==> config.mk <==
export PLATFORM = sky130hd
export DESIGN_NAME = sync_ref_port
export DESIGN_NICKNAME = d
export VERILOG_FILES = /design/src/rtl/syncref_pkg.sv /design/src/rtl/sync_counters.sv /design/src/rtl/sync_ctrl.sv /design/src/rtl/sync_ref_port.sv
export SDC_FILE = /design/constraint.sdc
export NUM_CORES = 1
export LEC_CHECK = 0
export BUFFER_PORTS_ARGS = -buffer_cell sky130_fd_sc_hd__buf_2
export CORE_MARGIN = 8
export CORE_UTILIZATION = 62
export DETAILED_ROUTE_END_ITERATION = 8
export PLACE_DENSITY = 0.87
export SKIP_LAST_GASP = 1
export SYNTH_ARGS = -nofsm -noshare
export SYNTH_HDL_FRONTEND = slang
export SYNTH_SLANG_ARGS = --single-unit
==> constraint.sdc <==
create_clock -name clk -period 2.95 [get_ports clk]
set_input_delay 0.1475 -clock clk [delete_from_list [all_inputs] [get_ports clk]]
set_output_delay 0.1475 -clock clk [all_outputs]
set_load 0.03 [all_outputs]
==> src/rtl/syncref_pkg.sv <==
package syncref_pkg;
  localparam int PIX_W     = 11;
  localparam int LINE_W    = 10;
  localparam int FLD_W     = 3;
  localparam int ADDR_W    = 3;
  localparam int LEN_LONG  = 1728;
  localparam int LEN_SHORT = 1716;

  typedef enum logic [1:0] {
    A_VSYNC = 2'b00,
    A_FRAME = 2'b01,
    A_SEQ   = 2'b10,
    A_NONE  = 2'b11
  } aTypeT;

  // control word, bit 0 at the bottom
  typedef struct packed {
    aTypeT aType;
    logic  shortLine;
    logic  seq8;
    logic  srcB;
    logic  blankSel;
    logic  dirB;
    logic  polB;
    logic  dirA;
    logic  polA;
  } cfgT;

  // control -> datapath
  typedef struct packed {
    logic              hLoad;
    logic [PIX_W-1:0]  phase;
    logic              shortLine;
    logic [LINE_W-1:0] fieldLines;
  } strobeT;

  // datapath -> control
  typedef struct packed {
    logic [PIX_W-1:0]  pix;
    logic [LINE_W-1:0] line;
    logic [FLD_W-1:0]  field;
  } countT;
endpackage

==> src/rtl/sync_counters.sv <==
module sync_counters
  import syncref_pkg::*;
(
  input  logic   clk,
  input  logic   rstN,
  input  strobeT strobe,
  output countT  cnt
);
  localparam logic [PIX_W-1:0] LAST_LONG  = PIX_W'(LEN_LONG - 1);
  localparam logic [PIX_W-1:0] LAST_SHORT = PIX_W'(LEN_SHORT - 1);

  logic [PIX_W-1:0]  pixQ;
  logic [LINE_W-1:0] lineQ;
  logic [FLD_W-1:0]  fieldQ;
  logic [PIX_W-1:0]  lastPix;
  logic [LINE_W:0]   lineNext;
  logic              lineEnd;
  logic              fieldEnd;

  always_comb begin
    lastPix  = strobe.shortLine ? LAST_SHORT : LAST_LONG;
    lineEnd  = !strobe.hLoad && (pixQ >= lastPix);
    lineNext = {1'b0, lineQ} + (LINE_W+1)'(1);
    fieldEnd = lineEnd && (lineNext >= {1'b0, strobe.fieldLines});
  end

  always_ff @(posedge clk or negedge rstN) begin
    if (!rstN) begin
      pixQ   <= '0;
      lineQ  <= '0;
      fieldQ <= '0;
    end else begin
      if (strobe.hLoad)  pixQ <= strobe.phase;
      else if (lineEnd)  pixQ <= '0;
      else               pixQ <= pixQ + PIX_W'(1);

      if (fieldEnd) begin
        lineQ  <= '0;
        fieldQ <= fieldQ + FLD_W'(1);
      end else if (lineEnd) begin
        lineQ <= lineNext[LINE_W-1:0];
      end
    end
  end

  assign cnt = {pixQ, lineQ, fieldQ};

  AST_PHASE_LOAD: assert property (@(posedge clk) disable iff (!rstN)
    strobe.hLoad |=> pixQ == $past(strobe.phase));
  AST_LINE_WRAP: assert property (@(posedge clk) disable iff (!rstN)
    lineEnd |=> pixQ == '0);
  AST_FIELD_AT_TOP: assert property (@(posedge clk) disable iff (!rstN)
    !$stable(fieldQ) |-> lineQ == '0);
endmodule

==> src/rtl/sync_ctrl.sv <==
module sync_ctrl
  import syncref_pkg::*;
(
  input  logic              clk,
  input  logic              rstN,
  input  logic              wrEn,
  input  logic [ADDR_W-1:0] wrAddr,
  input  logic [PIX_W-1:0]  wrData,
  input  logic              pinAIn,
  input  logic              pinBIn,
  input  countT             cnt,
  output strobeT            strobe,
  output logic              pinAOut,
  output logic              pinAOe,
  output logic              pinBOut,
  output logic              pinBOe,
  output logic              blankOut
);
  localparam int CFG_W = $bits(cfgT);
  localparam logic [ADDR_W-1:0] AD_CFG   = ADDR_W'(0);
  localparam logic [ADDR_W-1:0] AD_TRIG  = ADDR_W'(1);
  localparam logic [ADDR_W-1:0] AD_HBEG  = ADDR_W'(2);
  localparam logic [ADDR_W-1:0] AD_HEND  = ADDR_W'(3);
  localparam logic [ADDR_W-1:0] AD_FIRST = ADDR_W'(4);
  localparam logic [ADDR_W-1:0] AD_LAST  = ADDR_W'(5);
  localparam logic [ADDR_W-1:0] AD_LINES = ADDR_W'(6);
  localparam logic [PIX_W-1:0]  MAX_LONG  = PIX_W'(LEN_LONG - 1);
  localparam logic [PIX_W-1:0]  MAX_SHORT = PIX_W'(LEN_SHORT - 1);
  localparam logic [PIX_W-1:0]  TRIG_RST  = PIX_W'(57);
  localparam logic [PIX_W-1:0]  HEND_RST  = PIX_W'(128);
  localparam logic [LINE_W-1:0] FIRST_RST = LINE_W'(20);
  localparam logic [LINE_W-1:0] LAST_RST  = LINE_W'(259);
  localparam logic [LINE_W-1:0] LINES_RST = LINE_W'(262);
  localparam logic [FLD_W-1:0]  MASK4 = FLD_W'(3);
  localparam logic [FLD_W-1:0]  MASK8 = FLD_W'(7);

  cfgT               cfgQ;
  logic [PIX_W-1:0]  trigQ, hBegQ, hEndQ;
  logic [LINE_W-1:0] firstQ, lastQ, linesQ;
  logic              prevA, prevB;

  logic [PIX_W-1:0]  maxPhase, phase;
  logic              edgeA, edgeB, syncHit;
  logic [FLD_W-1:0]  seqMask;
  logic              topLine, aRaw, hRef, inRange, bRaw;

  always_ff @(posedge clk or negedge rstN) begin
    if (!rstN) begin
      cfgQ   <= '0;
      trigQ  <= TRIG_RST;
      hBegQ  <= '0;
      hEndQ  <= HEND_RST;
      firstQ <= FIRST_RST;
      lastQ  <= LAST_RST;
      linesQ <= LINES_RST;
    end else if (wrEn) begin
      case (wrAddr)
        AD_CFG:   cfgQ   <= cfgT'(wrData[CFG_W-1:0]);
        AD_TRIG:  trigQ  <= wrData;
        AD_HBEG:  hBegQ  <= wrData;
        AD_HEND:  hEndQ  <= wrData;
        AD_FIRST: firstQ <= wrData[LINE_W-1:0];
        AD_LAST:  lastQ  <= wrData[LINE_W-1:0];
        AD_LINES: linesQ <= wrData[LINE_W-1:0];
        default:  ;
      endcase
    end
  end

  always_ff @(posedge clk or negedge rstN) begin
    if (!rstN) begin
      prevA <= 1'b0;
      prevB <= 1'b0;
    end else begin
      prevA <= pinAIn;
      prevB <= pinBIn;
    end
  end

  always_comb begin
    maxPhase = cfgQ.shortLine ? MAX_SHORT : MAX_LONG;
    phase    = (trigQ > maxPhase) ? maxPhase : trigQ;
    edgeA    = cfgQ.polA ? (prevA & ~pinAIn) : (~prevA & pinAIn);
    edgeB    = cfgQ.polB ? (prevB & ~pinBIn) : (~prevB & pinBIn);
    syncHit  = cfgQ.srcB ? (edgeB & ~cfgQ.dirB) : (edgeA & ~cfgQ.dirA);
    strobe   = {syncHit, phase, cfgQ.shortLine, linesQ};

    seqMask = cfgQ.seq8 ? MASK8 : MASK4;
    topLine = (cnt.line == '0);
    case (cfgQ.aType)
      A_VSYNC: aRaw = topLine;
      A_FRAME: aRaw = ~cnt.field[0];
      A_SEQ:   aRaw = topLine && ((cnt.field & seqMask) == '0);
      default: aRaw = 1'b0;
    endcase

    hRef    = (cnt.pix >= hBegQ) && (cnt.pix < hEndQ);
    inRange = (cnt.line >= firstQ) && (cnt.line <= lastQ);
    bRaw    = hRef && (!cfgQ.blankSel || inRange);

    pinAOe   = cfgQ.dirA;
    pinAOut  = cfgQ.dirA & (aRaw ^ cfgQ.polA);
    pinBOe   = cfgQ.dirB;
    pinBOut  = cfgQ.dirB & (bRaw ^ cfgQ.polB);
    blankOut = (!cfgQ.dirB && cfgQ.blankSel) ? ~(pinBIn ^ cfgQ.polB) : ~inRange;
  end

  AST_DIR_A_WRITE: assert property (@(posedge clk) disable iff (!rstN)
    (wrEn && wrAddr == AD_CFG) |=> pinAOe == $past(wrData[1]));
  AST_B_QUIET_INPUT: assert property (@(posedge clk) disable iff (!rstN)
    !pinBOe |-> !pinBOut);
  AST_SEQ_TOP_LINE: assert property (@(posedge clk) disable iff (!rstN)
    (pinAOe && cfgQ.aType == A_SEQ && (pinAOut != cfgQ.polA)) |-> cnt.line == '0);
  AST_HREF_WINDOW: assert property (@(posedge clk) disable iff (!rstN)
    (pinBOe && (pinBOut != cfgQ.polB)) |-> (cnt.pix >= hBegQ && cnt.pix < hEndQ));
  AST_SRC_GATED: assert property (@(posedge clk) disable iff (!rstN)
    strobe.hLoad |-> (cfgQ.srcB ? !cfgQ.dirB : !cfgQ.dirA));
endmodule

==> src/rtl/sync_ref_port.sv <==
module sync_ref_port
  import syncref_pkg::*;
(
  input  logic              clk,
  input  logic              rstN,
  input  logic              wrEn,
  input  logic [ADDR_W-1:0] wrAddr,
  input  logic [PIX_W-1:0]  wrData,
  input  logic              pinAIn,
  output logic              pinAOut,
  output logic              pinAOe,
  input  logic              pinBIn,
  output logic              pinBOut,
  output logic              pinBOe,
  output logic              blankOut
);
  strobeT strobe;
  countT  cnt;

  sync_ctrl uCtrl (
    .clk(clk), .rstN(rstN), .wrEn(wrEn), .wrAddr(wrAddr), .wrData(wrData),
    .pinAIn(pinAIn), .pinBIn(pinBIn), .cnt(cnt), .strobe(strobe),
    .pinAOut(pinAOut), .pinAOe(pinAOe), .pinBOut(pinBOut), .pinBOe(pinBOe),
    .blankOut(blankOut)
  );

  sync_counters uCount (
    .clk(clk), .rstN(rstN), .strobe(strobe), .cnt(cnt)
  );
endmodule

==> results.txt, run 1 <==
synthesized net count = 632
die footprint = 12,400 µm²
critical path peak fanout = 3
busiest grt layer = met2
violated checks = negative setup slack
Filler cells = 616
WP data required = 2.80 ns
count of cells along the worst hold path = 3
min Tclk post-route = 2.95 ns
Final period util = 100%
startpoint types = flop
crit-path cells = inv_2, ha_4, nand4_1, inv_1, a2111oi_4, a31oi_2, o21a_1, or3_1, a21boi_2, buf_6
Worst Hold Class = input port to flop
vias per inst = 6.19
via count = 4,440
worst-skew pair later-pin latency = 0.38 ns
met2 Use GR = 36.2%
WP buf/inv = 3
cell area after synthesis = 5660 µm²
Die W = 112 µm
pin count of the biggest net entering global routing = 88
Async SR Flop Fraction = 100%
type of the worst setup path = flop to primary output
final wirelength = 14,000 µm
Post-DRT Antenna Nets = 0
layout cell share with drive strength beyond 1 = 26.2%
synth unique cells = 51
CTS max path bufs = 2
DRT Pass-1 Iters = 6
Worst Hold End = uCtrl.hBegQ[10]
Gate Count Post-Synth = 553
first-pass GRT wire length = 22,300 µm
slowest stage cell, crit path = dfstp_2
Synth warnings = 0
final hold vios = 0
number of synthesized flops with an enable pin = 0
dpl cells = 683
Synth Flop Type = dfrtp_1
worst rel slew slack = 29.4%
PwrDens = 765 nW/µm²
worst-case clock skew = 0.0115 ns
clock root cell = clkbuf_8
total congestion overflow = 0
top cell type's share of synthesized area = 38.0%
Yosys reg bits = 99
top cells by count, synth = 86 x dfrtp_1, 60 x ha_1, 60 x inv_1
# diodes = 0
sequential area share after synthesis = 44.1%
Max Fclk = 0.339 GHz
io pins = 24
Worst R2R End = uCount.lineQ[6]
Synth area leader = dfrtp_1
Area Growth Syn to Fin = 13.5%
CP endpoint kind = primary output
fin. max-slew vios = 0
Worst-path clk slew = 0.10 ns
Site Rows = 35
core area = 9060 µm²
Starting Density = 62.4%
Non-Filler Instances = 717
met3 Usage GRT = 3.25%
# nets final = 680
Max Cap Viol = 0
met1 usage = 29.2%
status = finished, violations left
drt initial violations = 413
wire per inst = 19.5 µm
Core Util, Final = 70.8%
most common cell in the netlist = dfrtp_1
PnR worst setup slack = -0.00331 ns
maximum vdd drop = 539 µV
GRT Resource Usage Total = 22.4%
number of global-route vias before repair = 4,445
H-tree levels = 3
P_leak = 0.00299 µW
r2r setup slk = 0.14 ns
Detailed Place HPWL = 9590 µm
Worst EP arrival = 2.81 ns
slew at the pin closest to its max-slew limit = 1.06 ns
max incr delay on CP = 0.55 ns
Hold Startpoint = wrData[10]
Top Family by Delay on Critical Path = compound AO/OA/AOI/OAI gates
CTS tree = done
synth top area cells = dfrtp_1 38%, ha_1 13%, mux2_2 11%, dfstp_2 6.0%, inv_1 4.0%
cells on worst reg2reg path = 12
RSZ-0062 raised after global routing = true
DRC violations left = 0
Clock Sinks = 99
CTS Buf Count = 9
Final GP Congestion = 0.950
Die H = 112 µm
number of port buffers = 23
final setup vio count = 1
antenna violations before repair = 0
RR Startpoint = uCount.lineQ[3]
Mapped Avg Cell Area = 10.2 µm²
[layout make-up]
| cell class | count | area, µm² | area share [%] |
|---|---|---|---|
| flip-flops and latches | 99 | 2500 | 39.0 |
| well taps | 111 | 139 | 2.16 |
| clock buffers | 10 | 138 | 2.14 |
| repair buffers | 50 | 338 | 5.26 |
| inverters | 60 | 225 | 3.51 |
| clock inverters | 6 | 71.3 | 1.11 |
| multi-input cells | 381 | 3010 | 46.8 |
[per-stage QoR]
step | cell area, µm² | hold slack (ns) | TNS, ns | power (µW) | setup WS (ns)
final | 6420 | 0.00923 | -0.00331 | 4920 | -0.00331
after global routing | 6420 | 0.0152 | -0.161 | 5230 | -0.0874
after CTS | 6220 | 0.0105 | 0 | 4760 | 0.00529
after detailed placement | 5950 | 0.304 | 0 | 3790 | 0.0897
after global placement | 5950 | 0.283 | 0 | 3660 | 0.312
after floorplan | 5660 | -0.148 | 0 | 3230 | 0.380
[cell usage in the layout, fill, tap and decap left out, types with 8 or more instances in the layout]
cell type   n
mux2_2     53
nor2_1     20
inv_1      59
nand2_1    52
xnor2_1    14
dfrtp_2     8
buf_2      21
a21oi_1    35
dfstp_2    13
dfrtp_1    78
nand3_1    16
clkbuf_8   10
o21ai_0    33
ha_1       57
buf_4      24
[how the worst max path moves through the flow]
stage | start | end | slack (ns) | depth (start not counted)
6_report | uCtrl.lastQ[8] | pinBOut | -0.003 | 10
5_1_grt | uCount.lineQ[8] | pinBOut | -0.09 | 10
4_1_cts | uCtrl.lastQ[8] | pinBOut | 0.005 | 10
3_5_place_dp | uCount.lineQ[0] | uCount.lineQ[6] | 0.09 | 10
3_3_place_gp | uCount.lineQ[5] | pinBOut | 0.31 | 9
2_1_floorplan | uCount.lineQ[5] | pinBOut | 0.38 | 8
[metal layers]
metal | share of wire (%) | up-vias
met5 | 0 | -
met4 | 3.1 | 0
met2 | 48 | 177
li1 | - | 2025
met3 | 5.9 | 37
met1 | 43 | 2201
[timing repair]
action / in CTS / in global routing
hold endpoints to repair: 5 / 0
setup endpoints to repair: 1 / 13
hold buffers: 3 / 0
pin swaps: 1 / 7
resized for setup: 9 / 22
gates cloned: 0 / 1
setup buffers: 3 / 11
[flip-flops by register name (all words and copies together) (netlist names), 3 cells and up]
name / count
uCount.pixQ: 11
uCtrl.hBegQ: 11
uCtrl.hEndQ: 11
uCtrl.trigQ: 11
uCount.lineQ: 10
uCtrl.firstQ: 10
uCtrl.lastQ: 10
uCtrl.linesQ: 10
uCtrl.cfgQ: 7
uCount.fieldQ: 3
[worst reg2reg max path, stage by stage (launching register included)]
cell and delay [ns]:
dfrtp_2 0.38, buf_4 0.16, and3_1 0.19, and3_2 0.25, nand3_1 0.15, xnor2_2 0.18, ha_1 0.33, a21oi_1 0.16
o21ai_0 0.11, a31oi_1 0.23, o21ai_2 0.14, nand2b_1 0.23, o31ai_2 0.23
[cell families (layout without fill, tap and decap cells)]
logic type	after synthesis	count (layout)	synth area share, %
compound gates	112	113	12.2
xor+xnor	20	20	3.09
fa+ha+maj	60	60	13.3
buf+inv	74	126	5.02
flops	99	99	44.1
mux	55	55	10.9
simple gates	133	133	11.5
[where the power goes]
| part | internal [µW] | switching (µW) |
|---|---|---|
| clock network | 423 | 500 |
| logic | 890 | 1070 |
| registers | 1720 | 310 |
No activity file was read; power rests on OpenSTA's default activity.
==> run 2: changes to the inputs <==
BUFFER_PORTS_ARGS = -buffer_cell sky130_fd_sc_hd__buf_4   (was -buffer_cell sky130_fd_sc_hd__buf_2)
CORE_UTILIZATION = 60   (was 62)
PLACE_DENSITY = 0.85   (was 0.87)
==> run 2 against run 1 <==
The flow now finishes without violations. Non-clock buffer count increased by 2. Critical path depth decreased by 1. Cell count increased by 0.14%. Die area increased by 2.9%. Routed wire length increased by 0.23%. Clock power decreased by 2.4%. Hold slack improved by 0.029 ns. First-iteration DRC count decreased by 6.5%. Sequential cell count unchanged. Global-route usage increased by 0.36 points. Maximum frequency increased by 1.8%. Combinational power increased by 8%. Largest cell class unchanged. Largest power group is now combinational logic.
==> results.txt, run 2 (synthesized netlist as in run 1, its figures left out) <==
slew at the pin closest to its max-slew limit = 1.01 ns
min Tclk post-route = 2.90 ns
number of global-route vias before repair = 4,435
Final period util = 98.3%
final setup vio count = 0
Detailed Place HPWL = 9660 µm
Final GP Congestion = 0.920
Max Fclk = 0.345 GHz
worst rel slew slack = 32.6%
startpoint types = flop
die footprint = 12,800 µm²
PwrDens = 771 nW/µm²
pin count of the biggest net entering global routing = 100
PnR worst setup slack = 0.0498 ns
# diodes = 0
H-tree levels = 3
Site Rows = 35
Max Cap Viol = 0
Clock Sinks = 99
Final Power = 5050 µW
Die H = 113 µm
Worst-path clk slew = 0.11 ns
drt initial violations = 386
clock root cell = clkbuf_8
Post-DRT Antenna Nets = 0
final hold vios = 0
DRC violations left = 0
worst-case clock skew = 0.0156 ns
via count = 4,353
maximum vdd drop = 381 µV
CTS tree = done
layout cell share with drive strength beyond 1 = 28.3%
worst-skew pair later-pin latency = 0.39 ns
most frequent cells in the layout = 75 x dfrtp_1, 60 x inv_1, 53 x mux2_2, 53 x ha_1, 52 x nand2_1
first-pass GRT wire length = 23,000 µm
fin area = 6550 µm²
most common cell after layout, fill and taps aside = dfrtp_1
Placed Instance Area = 6050 µm²
vias per inst = 6.06
Core Util, Final = 71.3%
status = finished, final reports clean
P_leak = 0.00302 µW
Worst Hold Class = input port to flop
CTS Buf Count = 9
WP data required = 2.80 ns
Worst EP arrival = 2.75 ns
CP endpoint kind = primary output
core area = 9200 µm²
total congestion overflow = 0
final wirelength = 14,000 µm
io pins = 24
RSZ-0062 raised after global routing = true
setup TNS = 0 ns
# nets final = 681
DRT Pass-1 Iters = 5
Place WS = 0.120 ns
type of the worst setup path = flop to primary output
Starting Density = 61.6%
number of port buffers = 23
wire per inst = 19.5 µm
CTS max path bufs = 2
critical path peak fanout = 4
fin. max-slew vios = 0
GRT Resource Usage Total = 22.7%
Area Growth Syn to Fin = 15.8%
Die W = 113 µm
antenna violations before repair = 0
## run 2: cell count changes in the layout (fill, tap and decap cells not counted), sizes merged
cell | previous run | this run
buf | 47 | 48
bufinv | 1 | 0
clkbuf | 10 | 9
clkinv | 1 | 3
clkinvlp | 2 | 1
dlygate4sd3 | 3 | 4
inv | 62 | 63
o21ai | 40 | 39
## run 2: area by class of cell
cell class / count / area [µm²]
clock buffers: 9 / 124
clock inverters: 7 / 90.1
fillers: 614 / 2640
inverters: 60 / 225
multi-input cells: 380 / 3040
flip-flops and latches: 99 / 2510
well taps: 111 / 139
repair buffers: 52 / 424
## run 2: layer usage
metal  global-route usage, %  share of wire [%]
met3                    4.37                5.7
met5                       0                  0
met4                    8.35                1.9
met1                    29.9                 44
met2                    36.4                 48
## run 2: worst paths after layout
kind                            slack, ns  cells after the start          endpoint             start
min in group asynchronous            0.34                      3   uCtrl.linesQ[6]              rstN
worst max-delay path                 0.05                      9           pinBOut   uCount.lineQ[9]
max in group asynchronous            2.16                      3    uCount.pixQ[4]              rstN
worst min-delay path                 0.04                      3   uCtrl.firstQ[2]         wrData[2]
worst max register to register       0.14                     11   uCount.lineQ[6]   uCount.lineQ[3]
worst min register to register       0.49                      1  uCount.fieldQ[2]  uCount.fieldQ[2]
## run 2: repair_timing
item                                    in CTS  in global routing
pin swaps                                    2                  9
hold buffers                                 4                  0
endpoints found under the hold margin       89                  0
endpoints found under the setup margin       1                 11
setup buffers                                7                  3
gates resized for setup                      8                 33
## run 2: per-stage QoR
| step | instances | hold WS [ns] |
|---|---|---|
| after floorplan | 553 | -0.148 |
| after global placement | 688 | 0.240 |
| after detailed placement | 688 | 0.246 |
| after CTS | 715 | 0.0345 |
| after global routing | 718 | 0.0631 |
| final | 718 | 0.0383 |
## run 2: power breakdown
group	switching (µW)	internal, µW
Sequential	303	1720
Combinational	1120	1000
Clock	557	345
Total	1980	3070
## run 2: critical path, stage by stage, from the launching register on
cell and delay (ns):
dfrtp_2 0.46, ha_1 0.33, nand2_1 0.10, or3_4 0.38
o221ai_2 0.15, a31oi_2 0.09, o21a_1 0.22, or3_1 0.32
a21boi_2 0.17, buf_6 0.15
==> run 3: changes to the inputs <==
SYNTH_HIERARCHICAL = 1   (was unset)
==> run 3 against run 2 <==
The run now ends with negative setup slack left. Non-clock buffer count shrank 2. Clock-buffer cell count is the same. Sequential cell count is the same. Highest routed layer unchanged.
==> results.txt, run 3 <==
antenna violations before repair = 0
# nets final = 660
most common cell in the netlist = dfrtp_1
worst-skew pair later-pin latency = 0.38 ns
Synth Flop Type = dfrtp_1
cell area after synthesis = 5790 µm²
via count = 4,362
Worst-path clk slew = 0.11 ns
final setup vio count = 5
clock root cell = clkbuf_8
sequential area share after synthesis = 43.1%
WP buf/inv = 1
top cell type's share of synthesized area = 37.2%
Non-Filler Instances = 721
CP endpoint kind = flop
# diodes = 0
fin. max-slew vios = 0
post-synthesis compound-gate area fraction = 13.2%
Hold Startpoint = wrData[10]
r2r setup slk = -0.12 ns
Clock Sinks = 99
most common cell after layout, fill and taps aside = dfrtp_1
Synth Area in Simple Gates = 12.6%
post-synthesis mux area share = 11.1%
startpoint types = flop
Synth area leader = dfrtp_1
synth top area cells = dfrtp_1 37%, ha_1 13%, mux2_2 11%, dfstp_2 5.9%, inv_1 3.3%
Synth Area in Adders = 12.5%
largest family of logic cells by synthesized area = compound AO/OA/AOI/OAI gates
layout cell share with drive strength beyond 1 = 30.4%
final hold vios = 0
Mapped Avg Cell Area = 10.8 µm²
fin area = 6630 µm²
io pins = 24
PnR worst setup slack = -0.116 ns
type of the worst setup path = flop to flop
XOR/XNOR Fraction of Synth Area = 3.03%
Multi-input gate area = 3160 µm²
min Tclk post-route = 3.07 ns
number of synthesized flops with an enable pin = 0
H-tree levels = 3
violated checks = negative setup slack
Final GP Congestion = 0.935
top cells by count, synth = 86 x dfrtp_1, 58 x ha_1, 54 x mux2_2
core area = 9550 µm²
Yosys reg bits = 99
GRT Resource Usage Total = 21.2%
synthesized net count = 615
DRT Pass-1 Iters = 5
crit-path cells = ha_1, and3_4, and3_4, nand3_1, xnor2_2, ha_1, nand2_1, nor2_2, nand4_1, a31oi_4, buf_4, o31ai_1, a22o_1
drt initial violations = 350
total congestion overflow = 0
Placed Instance Area = 6190 µm²
pin count of the biggest net entering global routing = 64
Site Rows = 36
Synth warnings = 6
WP data required = 3.21 ns
Core Util, Final = 69.4%
Worst EP arrival = 3.32 ns
Max Cap Viol = 0
max incr delay on CP = 0.37 ns
CP startpoint = uCount/lineQ[1]
P_leak = 0.00308 µW
Detailed Place HPWL = 9640 µm
status = finished, violations left
dpl cells = 692
final wirelength = 14,100 µm
RR Startpoint = uCount/lineQ[1]
Post-DRT Antenna Nets = 0
Worst Hold Class = input port to flop
vias per inst = 6.05
slew at the pin closest to its max-slew limit = 0.912 ns
CTS tree = done
first-pass GRT wire length = 22,000 µm
PwrDens = 725 nW/µm²
Place WS = -0.0165 ns
worst-case clock skew = 0.0156 ns
CTS max path bufs = 2
wire per inst = 19.5 µm
Async SR Flop Fraction = 100%
Max Fclk = 0.326 GHz
Starting Density = 60.6%
synth unique cells = 63
Final period util = 104%
slowest stage cell, crit path = dfrtp_1
Top Family by Delay on Critical Path = simple AND/OR/NAND/NOR gates
critical path peak fanout = 6
CTS Buf Count = 9
maximum vdd drop = 408 µV
Sequential cell area = 2500 µm²
Die W = 114 µm
number of global-route vias before repair = 4,402
number of port buffers = 23
Gate Count Post-Synth = 538
most frequent cells in the layout = 83 x dfrtp_1, 54 x ha_1, 54 x mux2_2
worst rel slew slack = 38.9%
Filler cells = 671
Area Growth Syn to Fin = 14.5%
die footprint = 13,000 µm²
DRC violations left = 0
Die H = 114 µm
-- run 3: cell type report --
cell class / instances / area share, %
Inverter: 51 / 2.89
Timing Repair Buffer: 50 / 6.02
Clock inverter: 7 / 1.38
Clock buffer: 9 / 1.87
Multi-Input combinational cell: 372 / 47.7
Sequential cell: 99 / 37.7
Tap cell: 133 / 2.51
-- run 3: routing by layer --
metal	up-vias	track usage [%]	part of all wire (%)
met1	2151	26.7	42
met4	0	9.41	3.4
met5	-	0	0
met2	168	35.3	49
li1	2003	-	-
met3	40	3.38	5.6
-- run 3: where the power goes --
part | internal (µW) | switching (µW)
sequential | 1700 | 320
clock | 476 | 483
combinational | 850 | 982
-- run 3: cells by family (layout without fill, tap and decap cells) --
logic type / after synthesis / in the layout
AO/OA/AOI/OAI: 108 / 108
XOR/XNOR: 20 / 20
buffers and inverters: 67 / 117
flip-flops: 99 / 99
AND/OR/NAND/NOR: 129 / 129
adder cells (fa/ha/maj): 58 / 58
multiplexers: 57 / 57
-- run 3: tightest hold or removal path, delay by kind of cell --
kind / cells / cell delay [ns]
AND/OR/NAND/NOR: 1 / 0.04
buffers and inverters: 1 / 0.09
AO/OA/AOI/OAI: 1 / 0.06
-- run 3: timing repair --
item,CTS,global route
pin swaps,4,8
endpoints found under the hold margin,55,0
buffers inserted,0,10
hold buffers,3,0
setup endpoints to repair,10,14
resized for setup,5,20
-- run 3: metrics by stage --
step / TNS [ns] / power (µW) / hold WS, ns
floorplan: 0 / 3170 / -0.148
global placement: 0 / 3590 / 0.275
detailed placement: -0.0245 / 3730 / 0.279
CTS: 0 / 4700 / 0.0122
global route: -0.726 / 5100 / 0.0391
finish: -0.301 / 4810 / 0.0175
-- run 3: path summary, 6_finish.rpt --
path / cells after the start / end
min: 3 / uCtrl/hBegQ[10]
max in group asynchronous: 3 / uCtrl/trigQ[3]
max reg2reg: 13 / uCount/lineQ[5]
min reg2reg: 1 / uCtrl/hEndQ[4]
min in group asynchronous: 2 / uCtrl/linesQ[0]
max: 13 / uCount/lineQ[5]
